[config.mk]
export PLATFORM = sky130hd
export DESIGN_NAME = pktrx_ones_frame
export DESIGN_NICKNAME = d
export VERILOG_FILES = /design/src/rtl/pktrx_pkg.sv /design/src/rtl/pktrx_hunt.sv /design/src/rtl/pktrx_tally.sv /design/src/rtl/pktrx_fsm.sv /design/src/rtl/pktrx_ones_frame.sv
export SDC_FILE = /design/constraint.sdc
export NUM_CORES = 1
export LEC_CHECK = 0
export ABC_AREA = 1
export BUFFER_PORTS_ARGS = -buffer_cell sky130_fd_sc_hd__buf_2
export CORE_MARGIN = 2
export CORE_UTILIZATION = 28
export DETAILED_ROUTE_END_ITERATION = 8
export GPL_ROUTABILITY_DRIVEN = 1
export REMOVE_ABC_BUFFERS = 1
export SYNTH_ARGS = -nofsm -noshare
export SYNTH_HDL_FRONTEND = slang
export SYNTH_HIERARCHICAL = 1
export SYNTH_SLANG_ARGS = --single-unit
[constraint.sdc]
create_clock -name clk -period 1.4 [get_ports clk]
set_input_delay 0.14 -clock clk [delete_from_list [all_inputs] [get_ports clk]]
set_output_delay 0.14 -clock clk [all_outputs]
set_load 0.01 [all_outputs]
[src/rtl/pktrx_pkg.sv]
`timescale 1ns/1ps
package pktrx_pkg;
   typedef enum logic {
      ST_HUNT = 1'b0,
      ST_RECV = 1'b1
   } rx_state_e;

   function automatic int cnt_width(input int max_val);
      return (max_val < 2) ? 1 : $clog2(max_val + 1);
   endfunction
endpackage

[src/rtl/pktrx_hunt.sv]
`timescale 1ns/1ps
// Opening detector: finds LEAD_ONES consecutive ones that follow a zero.
module pktrx_hunt #(
   parameter int LEAD_ONES = 2
) (
   input  logic clk,
   input  logic rst,
   input  logic hunt_en,
   input  logic pkt_end,
   input  logic din,
   output logic start
);
   // blocked: no zero seen since the last one that could not open a packet
   logic blocked;

   generate
      if (LEAD_ONES == 1) begin : g_single
         assign start = hunt_en & din & ~blocked;

         always_ff @(posedge clk) begin
            if (rst) begin
               blocked <= 1'b0;
            end else if (pkt_end) begin
               blocked <= din;
            end else if (hunt_en) begin
               blocked <= din & blocked;
            end
         end
      end else begin : g_run
         localparam int RW = pktrx_pkg::cnt_width(LEAD_ONES - 1);
         logic [RW-1:0] run;

         assign start = hunt_en & din & ~blocked & (run == RW'(LEAD_ONES - 1));

         always_ff @(posedge clk) begin
            if (rst) begin
               blocked <= 1'b0;
               run     <= '0;
            end else if (pkt_end) begin
               blocked <= din;
               run     <= '0;
            end else if (hunt_en) begin
               if (!din) begin
                  blocked <= 1'b0;
                  run     <= '0;
               end else if (!blocked) begin
                  if (start) run <= '0;
                  else       run <= run + RW'(1);
               end
            end
         end
      end
   endgenerate
endmodule

[src/rtl/pktrx_tally.sv]
`timescale 1ns/1ps
// Position and ones tally for the packet being received.
module pktrx_tally #(
   parameter int PKT_BITS  = 5,
   parameter int LEAD_ONES = 2,
   parameter int HIT_ONES  = 3
) (
   input  logic clk,
   input  logic rst,
   input  logic load,
   input  logic step,
   input  logic din,
   output logic last,
   output logic hit
);
   localparam int CW = pktrx_pkg::cnt_width(PKT_BITS);

   logic [CW-1:0] pos;
   logic [CW-1:0] ones;
   logic [CW-1:0] ones_nx;

   assign ones_nx = ones + {{(CW-1){1'b0}}, din};
   assign last    = (pos == CW'(PKT_BITS - 1));
   assign hit     = last & (ones_nx == CW'(HIT_ONES));

   always_ff @(posedge clk) begin
      if (rst) begin
         pos  <= '0;
         ones <= '0;
      end else if (load) begin
         pos  <= CW'(LEAD_ONES);
         ones <= CW'(LEAD_ONES);
      end else if (step) begin
         if (last) begin
            pos  <= '0;
            ones <= '0;
         end else begin
            pos  <= pos + CW'(1);
            ones <= ones_nx;
         end
      end
   end
endmodule

[src/rtl/pktrx_fsm.sv]
`timescale 1ns/1ps
// Framing state: searching for an opening, or inside a packet.
module pktrx_fsm (
   input  logic clk,
   input  logic rst,
   input  logic start,
   input  logic last,
   output logic busy,
   output logic pkt_end
);
   import pktrx_pkg::*;

   rx_state_e state, state_nx;

   always_comb begin
      state_nx = state;
      case (state)
         ST_HUNT: if (start) state_nx = ST_RECV;
         ST_RECV: if (last)  state_nx = ST_HUNT;
         default: state_nx = ST_HUNT;
      endcase
   end

   always_ff @(posedge clk) begin
      if (rst) state <= ST_HUNT;
      else     state <= state_nx;
   end

   assign busy    = (state == ST_RECV);
   assign pkt_end = busy & last;
endmodule

[src/rtl/pktrx_ones_frame.sv]
`timescale 1ns/1ps
module pktrx_ones_frame #(
   parameter int PKT_BITS  = 5,
   parameter int LEAD_ONES = 2,
   parameter int HIT_ONES  = 3
) (
   input  logic clk,
   input  logic rst,
   input  logic din,
   output logic dout
);
   generate
      if (LEAD_ONES < 1) begin : g_bad_lead
         $error("LEAD_ONES must be at least 1");
      end
      if (PKT_BITS <= LEAD_ONES) begin : g_bad_len
         $error("PKT_BITS must exceed LEAD_ONES");
      end
      if (HIT_ONES > PKT_BITS) begin : g_bad_hit
         $error("HIT_ONES cannot exceed PKT_BITS");
      end
   endgenerate

   logic start;
   logic busy;
   logic pkt_end;
   logic last;
   logic hit;

   pktrx_hunt #(.LEAD_ONES(LEAD_ONES)) u_hunt (
      .clk     (clk),
      .rst     (rst),
      .hunt_en (~busy),
      .pkt_end (pkt_end),
      .din     (din),
      .start   (start)
   );

   pktrx_tally #(
      .PKT_BITS  (PKT_BITS),
      .LEAD_ONES (LEAD_ONES),
      .HIT_ONES  (HIT_ONES)
   ) u_tally (
      .clk  (clk),
      .rst  (rst),
      .load (start),
      .step (busy),
      .din  (din),
      .last (last),
      .hit  (hit)
   );

   pktrx_fsm u_fsm (
      .clk     (clk),
      .rst     (rst),
      .start   (start),
      .last    (last),
      .busy    (busy),
      .pkt_end (pkt_end)
   );

   assign dout = busy & hit & ~rst;
endmodule

* Word-level counts from Yosys, hierarchy flattened
Index checks and enable logic that the tools add are counted.
** Storage, ports and cells
- Word-level logic and storage cells :: 45
- Bits in registers :: 9
- Input port bits :: 3
- Output and inout bits :: 1
** Operators by class
- Add/subtract/negate cells :: 3
- Bitwise logic cells :: 10
- Equality and inequality tests :: 5
- Mux-type cells :: 15
- Reductions and logical operators :: 5
** Operators with widths (number)
- 1-bit two-way mux :: 8
- 2-bit two-way mux :: 4
- 1-bit AND :: 7
- 3-bit two-way mux :: 2
- 2-bit != test (second input constant) :: 2
- 2-bit AND reduction :: 2
- 2-bit OR reduction :: 2
- 3-bit by 1-bit adder with 3-bit output :: 1
- 3-bit by 1-bit adder with 3-bit output (second input constant) :: 1
- 3-bit by 2-bit == test with 1-bit output (second input constant) :: 1
- 3-bit == test (second input constant) :: 1
- 1-bit inverter :: 3
- 2-bit by 1-bit != test with 1-bit output (second input constant) :: 1
- 1-bit case mux with 2 select lines :: 1
- 2-bit nonzero test :: 1
- 1-bit adder (second input constant) :: 1

* Longest topological paths before layout
Gate-level depths: netlist of run 1.
- Word-level depth :: 7
- Depth in mapped cells :: 9
- Gate-level depth less buffers :: 9

* By module
The synthesis of run 1 kept the hierarchy.
** By module, submodules not included
- pktrx_tally :: seq. area each 120.1 um2, cells an instance 45, instances 1, area each 320.3 um2
- pktrx_hunt :: seq. area each 40.0 um2, cells an instance 15, instances 1, area each 97.6 um2
- pktrx_fsm :: seq. area each 20.0 um2, cells an instance 7, instances 1, area each 45.0 um2
- pktrx_ones_frame :: seq. area each 0.0 um2, cells an instance 3, instances 1, area each 13.8 um2

* Least setup slack after synthesis of run 1
OpenSTA, ideal clock, no wires.
- Path type :: reg-to-output
- Start point :: register u_tally.ones[0]
- End point :: output port dout
- Path buffers :: 0
- Data required time :: 1.260 ns
- Slack :: 0.183 ns
- Arrival :: 1.077 ns
- Stages on the path, launching flop included :: 7
- Cell sequence :: dfxtp_1 > ha_1 > ha_1 > nand3_1 > nor2_1 > nand2_1 > nor2_2
** Between the ends
- Word-level cells in the longest chain between the ends :: 5
** Ends and longest elaborated chain
- start: declaration :: line pktrx_tally.sv:19 : logic [CW-1:0] ones;
- start signal: assignment :: line pktrx_tally.sv:32 : ones <= CW'(LEAD_ONES);
- start signal: assignment :: line pktrx_tally.sv:39 : ones <= ones_nx;
- 3-bit by 1-bit adder with 3-bit output :: line pktrx_tally.sv:22 : assign ones_nx = ones + {{(CW-1){1'b0}}, din};
- 3-bit by 2-bit == test with 1-bit output :: line pktrx_tally.sv:24 : assign hit = last & (ones_nx == CW'(HIT_ONES));
- 1-bit AND :: line pktrx_tally.sv:24
- named net hit :: line pktrx_ones_frame.sv:28 : logic hit;
- 1-bit AND (2 in series) :: line pktrx_ones_frame.sv:62 : assign dout = busy & hit & ~rst;
- end: declaration :: line pktrx_ones_frame.sv:10 : output logic dout
The timed path passes the listed nets, and every way through them passes these cells.

* Final worst setup path of run 1
Same ends and word-level chain as after synthesis.

==> impl_metrics.env, run 1 <==
export IMPL_run_status="finished with violations"
export IMPL_failing_checks="setup timing"
export IMPL_startpoint_type_of_the_worst_setup_path="register"
export IMPL_timing_max_slew_rel_slack_pct=80.90
export IMPL_pre_cts_slack_ns=0.04228
export IMPL_post_synth_main_area_contributors="dfxtp_1, nand2_1, nor2_1"
export IMPL_cpLargestDelayFamily="adder cells"
export IMPL_p_total_mw=0.5805
export IMPL_core_area_um2=1559
export IMPL_vdd_ir_drop_worst_uv=326.5
export IMPL_worstSetupPathType="register to output port"
export IMPL_netlist_cell_type_count=13
export IMPL_final_net_count=88
export IMPL_grt_first_pass_wirelength_um=1711
export IMPL_post_synth_cell_area_avg_um2=6.810
export IMPL_cpMostUsedCell="ha_4"
export IMPL_fin_worst_skew_ns=0.006522
export IMPL_cts_reportedPaths_clkPinSlew_ns=0.07
export IMPL_track_usage_pct=11.67
export IMPL_initial_core_util_pct=30.58
export IMPL_die_width_um=45.26
export IMPL_slowest_stage="dfxtp_2"
export IMPL_initial_antenna_violation_count=0
export IMPL_antennaDiodeCount=0
export IMPL_synth_sequential_area_ratio_pct=37.80
export IMPL_post_synth_top_area_cell="dfxtp_1"
export IMPL_totalNegativeSetupSlack_ns=-0.1540
export IMPL_power_static_leakage_nw=0.2632
export IMPL_max_clock_path_buffers=2
export IMPL_yosys_warnings=6
export IMPL_path_max_fanout=2
export IMPL_register_share_of_total_power_pct=48.3
export IMPL_design_die_area_um2=2048
export IMPL_required_ns=1.26
export IMPL_final_hold_violation_count=0
export IMPL_cts_num_sinks=9
export IMPL_critical_path_endpoint_type="output port"
export IMPL_switching_power_mw=0.1570
export IMPL_final_critical_path_setup_slack_ns=-0.1540
export IMPL_cts_root_buf="clkbuf_4"
export IMPL_largest_stage_delay_on_the_critical_path_ns=0.34
export IMPL_transition_time_of_the_tightest_slew_check_pin_ns=0.2859
export IMPL_maximum_level_of_the_cts_h_tree=1
export IMPL_final_weighted_congestion_in_routability_driven_placement=0.7592
export IMPL_clockPowerShare_pct=35.2
export IMPL_post_synth_top_area_fraction_pct=37.80
export IMPL_io_buffers=3
export IMPL_post_drt_via_cell_ratio=4.563
export IMPL_avgRoutedWirePerCell_um=9.365
export IMPL_rsz0062_at_grt="yes"
export IMPL_drt_pass1_iter_count=4
export IMPL_num_vias=438
export IMPL_cell_by_cell_listing_of_the_critical_path="ha_4, ha_4, nand3_2, nor2_1, nand2_1, nor2_2, buf_2"
export IMPL_finalCriticalPeriod_ns=1.554
export IMPL_drt_initial_drc_count=4
export IMPL_synth_cell_area_um2=476.7
export IMPL_achievable_freq_ghz=0.6435
export IMPL_post_synth_inst_count=70
export IMPL_clock_tree_from_tritoncts="done"
export IMPL_final_layout_size_suffix_gt1_share_pct=26.25
export IMPL_grt_max_degree=9
export IMPL_grt_overflow_total=0
export IMPL_wirelength_um=899
export IMPL_hold_ws_ns=0.1363
export IMPL_share_comb_of_total_power_pct=16.5
export IMPL_cts_hold_buf=0
export IMPL_cts_inserted_buffers=3
export IMPL_pin_count=4
export IMPL_critical_path_buf_inv_count=1
export IMPL_power_density_nw_per_um2=960.5
export IMPL_fp_row_count=14
export IMPL_dp_cells=91
export IMPL_clock_latency_on_the_worst_skew_pair_ns=0.26
export IMPL_max_cap_violations=0
export IMPL_first_global_vias=419
export IMPL_period_share_pct=111.0
export IMPL_fin_cells=96
export IMPL_dp_final_hpwl_um=709.3
export IMPL_drc=0
export IMPL_power_report_internal_total_mw=0.4235
export IMPL_syn_to_final_growth_pct=26.77
export IMPL_p_sw_share_pct=27.05
export IMPL_drt_antenna_violating_nets=0
export IMPL_die_height_um=45.26
export IMPL_ys_ff_latch=9
export IMPL_slew_violations=0
export IMPL_crit_arrival_ns=1.41
export IMPL_final_setup_violation_count=1
export IMPL_hp_class="input port to register"
## metrics by stage
stage	util, %	area, µm²
after floorplan	-	476.7
after global placement	33.79	526.8
after detailed placement	33.79	526.8
after CTS	37.64	586.8
after global routing	38.76	604.3
final	38.76	604.3
## cell families after synthesis
| group | Yosys count | synth area share [%] |
|---|---|---|
| flip-flops | 9 | 37.79 |
| AND/OR/NAND/NOR | 36 | 30.97 |
| AO/OA/AOI/OAI | 11 | 12.86 |
| buffers and inverters | 10 | 7.873 |
| adder cells (fa/ha/maj) | 4 | 10.50 |
## power groups by stage
stage               combinational [mW]  clock [mW]  sequential, mW
floorplan                       0.0535           0           0.285
global placement                0.0785           0           0.284
detailed placement              0.0799           0           0.284
CTS                             0.0886       0.210           0.280
global route                     0.110       0.225           0.283
finish                          0.0959       0.204           0.280
## layer usage
| layer | vias to the layer above | track usage [%] | wire length [µm] |
|---|---|---|---|
| met3 | 2 | 2.400 | 9 |
| li1 | 243 | - | - |
| met1 | 191 | 14.81 | 458 |
| met2 | 2 | 17.14 | 412 |
| met5 | - | 0 | 0 |
| met4 | 0 | 8.824 | 19 |
## cells in the final DEF (no fill, tap or decap)
cell | synthesis | routed
nand2_1 | 16 | 16
nor2_1 | 14 | 14
dfxtp_1 | 9 | 8
a21oi_1 | 7 | 7
inv_1 | 9 | 6
inv_2 | 1 | 4
clkbuf_4 | 0 | 3
buf_2 | 0 | 3
buf_4 | 0 | 3
ha_4 | 0 | 3
nor2_2 | 2 | 2
nand3_1 | 3 | 2
o21ai_0 | 2 | 2
clkbuf_1 | 0 | 1
nor3b_1 | 1 | 1
o21bai_1 | 1 | 1
nand3_2 | 0 | 1
a21oi_2 | 1 | 1
ha_1 | 4 | 1
dfxtp_2 | 0 | 1
## flip-flops by register name, summed over array words and instances (netlist names)
signal / flops
u_hunt/blocked: 1
u_fsm/busy: 1
u_tally/ones: 3
u_hunt/g_run.run: 1
u_tally/pos: 3
## layout make-up
cell class | instances | area [µm²]
flip-flops and latches | 9 | 181.4
inverters | 10 | 37.54
clock buffers | 4 | 26.28
fillers | 166 | 954.7
repair buffers | 6 | 37.54
well taps | 16 | 20.02
multi-input cells | 51 | 301.5
## cell usage after synthesis
cell and instances:
inv_2 1, nand3_1 3, nor2_2 2, dfxtp_1 9
nand2_1 16, ha_1 4, o21ai_0 2, nor2_1 14
a21oi_1 7, a21oi_2 1, inv_1 9, nor3b_1 1
o21bai_1 1
## what timing repair did
action	CTS	global route
setup buffers	0	1
pin swaps	2	3
endpoints found under the setup margin	1	1
gates resized for setup	7	3
## final timing paths
kind	end	from	cells after the start	slack, ns
setup / recovery	dout	u_tally/ones[0]$_SDFFE_PP0P_	7	-0.15
hold / removal	u_tally/pos[1]$_SDFFE_PP0P_	rst	2	0.14
setup reg to reg	u_hunt/g_run.run$_SDFFE_PP0P_	u_tally/pos[1]$_SDFFE_PP0P_	9	0.22
hold reg to reg	u_tally/ones[2]$_SDFFE_PP0P_	u_tally/ones[2]$_SDFFE_PP0P_	2	0.48
## worst register-to-register path: stages (launching register included)
cell and delay, ns:
dfxtp_1 0.38, inv_2 0.06, ha_4 0.16, nand2_1 0.11
inv_2 0.05, nand2_1 0.07, inv_1 0.06, nor2_1 0.10
nand2_1 0.06, nor2_1 0.07
Note: power is estimated with default switching activity, not from simulation.
==> run 2, diff against run 1 <==
--- a/config.mk
+++ b/config.mk
@@ -8,7 +8,7 @@
 export ABC_AREA = 1
 export BUFFER_PORTS_ARGS = -buffer_cell sky130_fd_sc_hd__buf_2
 export CORE_MARGIN = 2
-export CORE_UTILIZATION = 28
+export CORE_UTILIZATION = 30
 export DETAILED_ROUTE_END_ITERATION = 8
 export GPL_ROUTABILITY_DRIVEN = 1
 export REMOVE_ABC_BUFFERS = 1
==> impl_metrics.env, run 2 (synthesis gave the netlist of run 1 again) <==
export IMPL_run_status="finished with violations"
export IMPL_failing_checks="setup timing"
export IMPL_reg_top3="u_tally/ones: 3 flops, u_tally/pos: 3 flops"
export IMPL_register_share_of_total_power_pct=48.1
export IMPL_period_share_pct=111.2
export IMPL_hold_path_endpoint="u_tally/ones[1]$_SDFFE_PP0P_"
export IMPL_fp_row_count=14
export IMPL_cts_root_buf="clkbuf_4"
export IMPL_fin_worst_skew_ns=0.001475
export IMPL_layout_common_cells="nand2_1, nor2_1, inv_1, dfxtp_1, a21oi_1"
export IMPL_die_height_um=43.86
export IMPL_power_report_internal_total_mw=0.4241
export IMPL_power_static_leakage_nw=0.2651
export IMPL_post_drt_via_cell_ratio=4.742
export IMPL_track_usage_pct=12.06
export IMPL_num_vias=460
export IMPL_max_clock_path_buffers=2
export IMPL_io_buffers=3
export IMPL_final_hold_violation_count=0
export IMPL_antennaDiodeCount=0
export IMPL_final_critical_path_setup_slack_ns=-0.1561
export IMPL_initial_antenna_violation_count=0
export IMPL_power_density_nw_per_um2=962.7
export IMPL_avgRoutedWirePerCell_um=9.588
export IMPL_drt_initial_drc_count=7
export IMPL_rsz0062_at_grt="yes"
export IMPL_syn_to_final_growth_pct=27.03
export IMPL_use_met2_pct=18.24
export IMPL_layout_cell_area_non_filler_um2=605.6
export IMPL_design_die_area_um2=1924
export IMPL_multi_input_gate_area_um2=294.0
export IMPL_cts_num_sinks=9
export IMPL_dp_final_hpwl_um=686.2
export IMPL_drt_antenna_violating_nets=0
export IMPL_global_route_usage_met3_pct=6.250
export IMPL_critical_path_endpoint_type="output port"
export IMPL_grt_busiest_layer="met2"
export IMPL_timing_max_slew_rel_slack_pct=83.79
export IMPL_dp_cells=91
export IMPL_timing_rr_end="u_hunt/g_run.run$_SDFFE_PP0P_"
export IMPL_dpl_instance_area_um2=526.8
export IMPL_fin_cells=97
export IMPL_drc=0
export IMPL_ff_to_ff_path_depth=9
export IMPL_final_setup_violation_count=1
export IMPL_transition_time_of_the_tightest_slew_check_pin_ns=0.2426
export IMPL_r2r_setup_slack_ns=0.22
export IMPL_final_weighted_congestion_in_routability_driven_placement=0.7393
export IMPL_startpoint_type_of_the_worst_setup_path="register"
export IMPL_grt_overflow_total=0
export IMPL_worstSetupPathType="register to output port"
export IMPL_grt_met1_usage_pct=14.11
export IMPL_p_sw_share_pct=27.26
export IMPL_reg2reg_from="u_tally/pos[1]$_SDFFE_PP0P_"
export IMPL_clock_latency_on_the_worst_skew_pair_ns=0.27
export IMPL_pre_cts_slack_ns=0.07321
export IMPL_max_cap_violations=0
export IMPL_final_layout_size_suffix_gt1_share_pct=27.16
export IMPL_die_width_um=43.86
export IMPL_layout_commonest_cell="nand2_1"
export IMPL_cts_reportedPaths_clkPinSlew_ns=0.06
export IMPL_crit_arrival_ns=1.42
export IMPL_timing_hold_worst_path_depth=2
export IMPL_vdd_ir_drop_worst_uv=553.4
export IMPL_hold_start="rst"
export IMPL_wirelength_um=930
export IMPL_cts_inserted_buffers=3
export IMPL_grt_first_pass_wirelength_um=1662
export IMPL_initial_core_util_pct=31.64
export IMPL_final_net_count=89
export IMPL_maximum_level_of_the_cts_h_tree=1
export IMPL_clockPowerShare_pct=35.8
export IMPL_core_area_um2=1506
export IMPL_num_fill_cells=159
export IMPL_share_comb_of_total_power_pct=16.1
export IMPL_path_max_fanout=2
export IMPL_required_ns=1.26
export IMPL_grt_max_degree=9
export IMPL_slew_violations=0
export IMPL_pin_count=4
export IMPL_finalCriticalPeriod_ns=1.556
export IMPL_regArea_um2=182.7
export IMPL_achievable_freq_ghz=0.6426
export IMPL_first_global_vias=411
export IMPL_switching_power_mw=0.1589
export IMPL_drt_pass1_iter_count=4
export IMPL_hp_class="input port to register"
export IMPL_clock_tree_from_tritoncts="done"
## run 2: final cells by class
type	count	area share, %
multi-input combinational	51	48.55
clock buffer	4	4.339
sequential	9	30.17
inverter	10	6.198
timing repair buffer	7	7.438
tap	16	3.306
## run 2: through the flow
stage	power [mW]	hold slack, ns	setup TNS (ns)	utilization (%)
after floorplan	0.3382	0.2091	0	-
after global placement	0.3615	0.4062	0	34.97
after detailed placement	0.3632	0.4081	0	34.97
after CTS	0.5950	0.1188	-0.1739	39.62
after global routing	0.6320	0.1273	-0.2335	40.20
final	0.5830	0.1264	-0.1561	40.20
## run 2: worst max-delay path by stage
stage,from,end,slack (ns),cells after the start
floorplan,u_tally/ones[0]$_SDFFE_PP0P_,dout,0.18,6
global placement,u_tally/pos[0]$_SDFFE_PP0P_,dout,0.1,9
detailed placement,u_tally/ones[0]$_SDFFE_PP0P_,dout,0.07,8
CTS,u_tally/ones[0]$_SDFFE_PP0P_,dout,-0.17,7
global route,u_tally/ones[0]$_SDFFE_PP0P_,dout,-0.23,7
finish,u_tally/ones[0]$_SDFFE_PP0P_,dout,-0.16,7
## run 2: repair_timing
item / CTS / global route
setup buffers: 1 / 1
pin swaps: 3 / 0
hold buffers: 0 / 0
gates resized for setup: 8 / 2
setup endpoints to repair: 1 / 1
## run 2: layer usage
layer | up-vias | wire length (µm)
met5 | - | 0
met4 | 0 | 7
met3 | 2 | 28
met2 | 5 | 462
met1 | 208 | 432
li1 | 245 | -
## run 2: worst max-delay path, cell delays in order, from the launching register on
cell and delay, ns:
dfxtp_2 0.34, ha_4 0.16, ha_4 0.26, nand3_2 0.06
nor2_1 0.08, nand2_1 0.07, nor2_2 0.07, buf_2 0.12
## run 2: power groups by stage
stage	Combinational, mW	Clock (mW)	Sequential, mW
after floorplan	0.0535	0	0.285
after global placement	0.0779	0	0.284
after detailed placement	0.0793	0	0.284
after CTS	0.0931	0.222	0.280
after global routing	0.109	0.240	0.282
final	0.0940	0.209	0.280
